--- config.mk ---
export PLATFORM = sky130hd
export DESIGN_NAME = duty_throttle
export DESIGN_NICKNAME = d
export VERILOG_FILES = /design/src/rtl/throttle_pkg.sv /design/src/rtl/throttle_prescaler.sv /design/src/rtl/throttle_counter.sv /design/src/rtl/throttle_cfg_reg.sv /design/src/rtl/throttle_compare.sv /design/src/rtl/duty_throttle.sv
export SDC_FILE = /design/constraint.sdc
export NUM_CORES = 1
export LEC_CHECK = 0
export BUFFER_PORTS_ARGS = -buffer_cell sky130_fd_sc_hd__buf_4
export CAP_MARGIN = 20
export CORE_UTILIZATION = 45
export DETAILED_ROUTE_END_ITERATION = 10
export MAX_ROUTING_LAYER = met4
export PLACE_DENSITY_LB_ADDON = 0.08
export SYNTH_ARGS = -nofsm -noshare
export SYNTH_HDL_FRONTEND = slang
export SYNTH_SLANG_ARGS = --single-unit
--- constraint.sdc ---
create_clock -name clk_i -period 3.84 [get_ports clk_i]
set_clock_uncertainty 0.05 [all_clocks]
set_input_delay 0.768 -clock clk_i [delete_from_list [all_inputs] [get_ports clk_i]]
set_output_delay 0.768 -clock clk_i [all_outputs]
set_load 0.01 [all_outputs]
--- src/rtl/throttle_pkg.sv ---
package throttle_pkg;
  localparam int unsigned DEF_CNT_W   = 8;
  localparam int unsigned DEF_PRE_DIV = 8;
  localparam logic [7:0]  DEF_WR_MASK = 8'hC0;
endpackage

--- src/rtl/throttle_prescaler.sv ---
module throttle_prescaler #(
  parameter int unsigned DIV = 8
) (
  input  logic clk_i,
  input  logic rst_ni,
  output logic step_o
);
  localparam int unsigned PW = (DIV > 1) ? $clog2(DIV) : 1;
  localparam logic [PW-1:0] LAST = PW'(DIV - 1);

  logic [PW-1:0] pre_q;

  always_ff @(posedge clk_i or negedge rst_ni) begin
    if (!rst_ni)          pre_q <= '0;
    else if (pre_q == LAST) pre_q <= '0;
    else                  pre_q <= pre_q + 1'b1;
  end

  assign step_o = (pre_q == LAST);

  generate
    if (DIV > 1) begin : g_spacing_chk
      AST_STEP_SPACED: assert property (@(posedge clk_i) disable iff (!rst_ni)
        step_o |=> !step_o);
    end
  endgenerate
endmodule

--- src/rtl/throttle_counter.sv ---
module throttle_counter #(
  parameter int unsigned WIDTH = 8
) (
  input  logic             clk_i,
  input  logic             rst_ni,
  input  logic             step_i,
  output logic [WIDTH-1:0] cnt_o
);
  logic [WIDTH-1:0] cnt_q;

  always_ff @(posedge clk_i or negedge rst_ni) begin
    if (!rst_ni)     cnt_q <= '0;
    else if (step_i) cnt_q <= cnt_q + 1'b1;
  end

  assign cnt_o = cnt_q;

  AST_CNT_IDLE: assert property (@(posedge clk_i) disable iff (!rst_ni)
    !step_i |=> $stable(cnt_q));
  AST_CNT_STEP: assert property (@(posedge clk_i) disable iff (!rst_ni)
    step_i |=> (cnt_q == WIDTH'($past(cnt_q) + 1'b1)));
endmodule

--- src/rtl/throttle_cfg_reg.sv ---
module throttle_cfg_reg #(
  parameter int unsigned     WIDTH   = 8,
  parameter logic [WIDTH-1:0] WR_MASK = 8'hC0
) (
  input  logic             clk_i,
  input  logic             rst_ni,
  input  logic             wr_en_i,
  input  logic [WIDTH-1:0] wr_data_i,
  input  logic             step_i,
  output logic [WIDTH-1:0] rd_data_o,
  output logic [WIDTH-1:0] thr_o
);
  logic [WIDTH-1:0] shadow_q;
  logic [WIDTH-1:0] act_q;

  // writable bits get a flop, the rest are tied low
  generate
    for (genvar b = 0; b < WIDTH; b++) begin : g_bit
      if (WR_MASK[b]) begin : g_rw
        always_ff @(posedge clk_i or negedge rst_ni) begin
          if (!rst_ni)      shadow_q[b] <= 1'b0;
          else if (wr_en_i) shadow_q[b] <= wr_data_i[b];
        end
        always_ff @(posedge clk_i or negedge rst_ni) begin
          if (!rst_ni)     act_q[b] <= 1'b0;
          else if (step_i) act_q[b] <= shadow_q[b];
        end
      end else begin : g_ro
        assign shadow_q[b] = 1'b0;
        assign act_q[b]    = 1'b0;
      end
    end
  endgenerate

  assign rd_data_o = shadow_q;
  assign thr_o     = act_q;

  AST_WR_MASKED: assert property (@(posedge clk_i) disable iff (!rst_ni)
    wr_en_i |=> (rd_data_o == ($past(wr_data_i) & WR_MASK)));
  AST_THR_DEFERRED: assert property (@(posedge clk_i) disable iff (!rst_ni)
    !step_i |=> $stable(thr_o));
  AST_THR_TAKEUP: assert property (@(posedge clk_i) disable iff (!rst_ni)
    step_i |=> (thr_o == $past(rd_data_o)));
endmodule

--- src/rtl/throttle_compare.sv ---
module throttle_compare #(
  parameter int unsigned WIDTH = 8
) (
  input  logic             en_i,
  input  logic [WIDTH-1:0] cnt_i,
  input  logic [WIDTH-1:0] thr_i,
  output logic             hold_o
);
  // counter and threshold change on the same edge, so no mid-step glitch
  always_comb hold_o = en_i && (cnt_i >= thr_i);
endmodule

--- src/rtl/duty_throttle.sv ---
module duty_throttle
  import throttle_pkg::*;
#(
  parameter int unsigned     CNT_W   = DEF_CNT_W,
  parameter int unsigned     PRE_DIV = DEF_PRE_DIV,
  parameter logic [CNT_W-1:0] WR_MASK = CNT_W'(DEF_WR_MASK)
) (
  input  logic             clk_i,
  input  logic             rst_ni,
  input  logic             wr_en_i,
  input  logic [CNT_W-1:0] wr_data_i,
  output logic [CNT_W-1:0] rd_data_o,
  input  logic             slow_en_i,
  output logic             hold_o
);
  logic             step;
  logic [CNT_W-1:0] cnt;
  logic [CNT_W-1:0] thr;

  throttle_prescaler #(.DIV(PRE_DIV)) u_pre (
    .clk_i (clk_i),
    .rst_ni(rst_ni),
    .step_o(step)
  );

  throttle_counter #(.WIDTH(CNT_W)) u_cnt (
    .clk_i (clk_i),
    .rst_ni(rst_ni),
    .step_i(step),
    .cnt_o (cnt)
  );

  throttle_cfg_reg #(.WIDTH(CNT_W), .WR_MASK(WR_MASK)) u_cfg (
    .clk_i    (clk_i),
    .rst_ni   (rst_ni),
    .wr_en_i  (wr_en_i),
    .wr_data_i(wr_data_i),
    .step_i   (step),
    .rd_data_o(rd_data_o),
    .thr_o    (thr)
  );

  throttle_compare #(.WIDTH(CNT_W)) u_cmp (
    .en_i  (slow_en_i),
    .cnt_i (cnt),
    .thr_i (thr),
    .hold_o(hold_o)
  );

  AST_ZERO_THR_FULL: assert property (@(posedge clk_i) disable iff (!rst_ni)
    (slow_en_i && thr == '0) |-> hold_o);
endmodule

==> flow_metrics.env <==
export IMPL_path_cells="ha_1 > nand4b_1 > nor4_1 > o31a_1 > buf_4"
export IMPL_grt_overflow_total=0
export IMPL_cts_tree="done"
export IMPL_required_ns=3.02
export IMPL_synth_distinct_cells=20
export IMPL_comb_power_share_pct=8.2
export IMPL_regArea_um2=375
export IMPL_max_stage_delay_ns=0.40
export IMPL_max_clock_path_buffers=2
export IMPL_gp_congestion=0.669
export IMPL_worstHoldPathType="primary input to asynchronous set/reset pin"
export IMPL_num_io_pins=21
export IMPL_first_global_vias=422
export IMPL_cp_num_buf_inv=1
export IMPL_period_needed_ns=2.38
export IMPL_arrival_ns=1.56
export IMPL_grt_max_degree=16
export IMPL_drv_slew=0
export IMPL_fill_cells=138
export IMPL_r2r_start="u_pre.pre_q[0]"
export IMPL_clk_latency_ns=0.28
export IMPL_dp_cells=82
export IMPL_p_seq_share_pct=59.6
export IMPL_clkSinkCount=15
export IMPL_multi_input_area_um2=299
export IMPL_numCtsBuffers=3
export IMPL_port_buffers=8
export IMPL_ys_ff_latch=15
export IMPL_post_cts_resized=0
export IMPL_start_kind="flip-flop"
export IMPL_area_growth_pct=10.6
export IMPL_synth_cell_area_um2=721
export IMPL_rows=14
export IMPL_syn_avg_cell_area_um2=12.0
export IMPL_hold_viol_final=0
export IMPL_finalCritPeriodShare_pct=61.9
export IMPL_post_cts_buffers=0
export IMPL_critPathKind="flip-flop to output port"
export IMPL_die_h_um=42.0
export IMPL_end_kind="output port"
export IMPL_htreeDepth=1
export IMPL_instances_no_fill=86
export IMPL_layout_drive_gt1_share_pct=24.3
export IMPL_vdd_drop_max_uv=224
export IMPL_path_clk_slew_ns=0.09
export IMPL_n_antenna_cell=0
export IMPL_yosysSeqAreaShare_pct=52.1
export IMPL_root_buffer="clkbuf_4"
export IMPL_syn_inst=60
export IMPL_power_frac_clock_pct=32.2
export IMPL_cap_violations=0
export IMPL_grt_pass1_wl_um=1840
export IMPL_setup_violations=0
export IMPL_track_usage_pct=14.4
export IMPL_setup_tns_ns=0
export IMPL_antenna_found_initial=0
export IMPL_power_density_nw_per_um2=346
export IMPL_critPathLaunch="u_cnt.cnt_o[7]"
export IMPL_start_util_pct=47.8
export IMPL_status="finished, final reports clean"
export IMPL_setup_ws_ns=1.46
export IMPL_nets=89
export IMPL_ys_top_cells_by_area="dfrtp_1 52%, ha_1 10%, buf_4 6.3%"
export IMPL_die_w_um=42.0
export IMPL_wl_um=1000
export IMPL_coreArea_um2=1510
export IMPL_p_leak_nw=0.394
export IMPL_swShare_pct=23.1
export IMPL_hold_buffers=0
export IMPL_rsz0062_at_grt="no"
export IMPL_drt_pass1_iterations=3
export IMPL_vias=416
export IMPL_drt_iter0_markers=5
export IMPL_synth_top_area_cell="dfrtp_1"
export IMPL_ant_nets=0
export IMPL_worstPathMaxFanout=2
export IMPL_vias_per_cell=4.84
export IMPL_synth_warnings=0
export IMPL_preCtsSetupSlack_ns=1.76
export IMPL_netlist_area_leader_share_pct=52.1
export IMPL_dieArea_um2=1770
export IMPL_slowest_stage="dfrtp_1"
export IMPL_cp_top_family="flip-flops"
export IMPL_hpwl_um=729
export IMPL_max_freq_mhz=420
export IMPL_p_int_mw=0.212
export IMPL_switchingPower_mw=0.0638
export IMPL_wl_per_cell_um=11.6
export IMPL_drc_errors=0
-- cell usage after synthesis --
library cell and number:
and3_1 1, buf_2 1, buf_4 6, conb_1 1, dfrtp_1 15, ha_1 6
inv_1 4, mux2_2 3, nand2_1 4, nand4_1 2, nand4_2 1, nand4b_1 1
nor2_1 2, nor2b_1 1, nor3b_2 1, nor4_1 1, o21ai_0 2, o31a_1 1
xnor2_1 4, xor2_1 3
-- metal layers --
layer	wire length (um)	share of wire, %	global-route usage (%)
met5	0	0	-
met4	6	0.60	3.75
met3	64	6.4	7.76
met2	437	44	19.7
met1	491	49	18.9
-- cell usage in the layout, fill, tap and decap left out, types with 2 or more instances in the layout --
| cell | Yosys | final |
|---|---|---|
| dfrtp_1 | 15 | 15 |
| buf_4 | 6 | 8 |
| ha_1 | 6 | 6 |
| conb_1 | 1 | 6 |
| inv_1 | 4 | 4 |
| xnor2_1 | 4 | 4 |
| nand2_1 | 4 | 4 |
| xor2_1 | 3 | 3 |
| mux2_2 | 3 | 3 |
| clkbuf_4 | 0 | 3 |
| o21ai_0 | 2 | 2 |
| nand4_1 | 2 | 2 |
| nor2_1 | 2 | 2 |
-- registers in the layout, indices dropped and copies added (netlist names) --
name             cells
u_cfg.thr_o          2
u_cnt.cnt_o          8
u_pre.pre_q          3
u_cfg.rd_data_o      2
-- logic make-up after synthesis --
family / share of synthesized area (%)
flip-flops: 52.1
AND/OR/NAND/NOR: 12.2
buffers and inverters: 9.03
XOR/XNOR: 8.51
adder cells (fa/ha/maj): 10.4
AO/OA/AOI/OAI: 2.60
multiplexers: 4.69
other: 0.520
-- metrics by stage --
stage                     power [mW]  utilization, %  hold WS, ns  instance area, um^2
after floorplan                0.182               -        0.353                  739
after global placement         0.191            51.1        0.373                  769
after detailed placement       0.191            51.1        0.374                  769
after CTS                      0.283            52.9        0.262                  797
after global routing           0.292            52.9        0.265                  797
final                          0.276            52.9        0.270                  797
-- power by group through the flow --
| stage | clock, mW | combinational (mW) | sequential [mW] |
|---|---|---|---|
| after floorplan | 0 | 0.0143 | 0.168 |
| after global placement | 0 | 0.0232 | 0.168 |
| after detailed placement | 0 | 0.0233 | 0.168 |
| after CTS | 0.0952 | 0.0233 | 0.164 |
| after global routing | 0.102 | 0.0257 | 0.165 |
| final | 0.0888 | 0.0227 | 0.164 |
-- worst paths after layout --
path                                       end  slack (ns)  depth (start not counted)
worst max-delay path                    hold_o        1.46                          5
worst min-delay path            u_pre.pre_q[1]        0.27                          1
min in group clk_i              u_pre.pre_q[0]        0.38                          1
worst max register to register  u_cnt.cnt_o[7]        2.26                          5
worst min register to register  u_pre.pre_q[0]        0.38                          1
max in group asynchronous       u_cfg.thr_o[7]        3.30                          1
-- layout make-up --
class	instances	area share, %
clock buffers	3	2.83
clock inverters	1	0.628
inverters	4	1.88
multi-input cells	39	37.5
flip-flops and latches	15	47.1
well taps	16	2.51
repair buffers	8	7.54
Power figures use the tool's default switching activity.
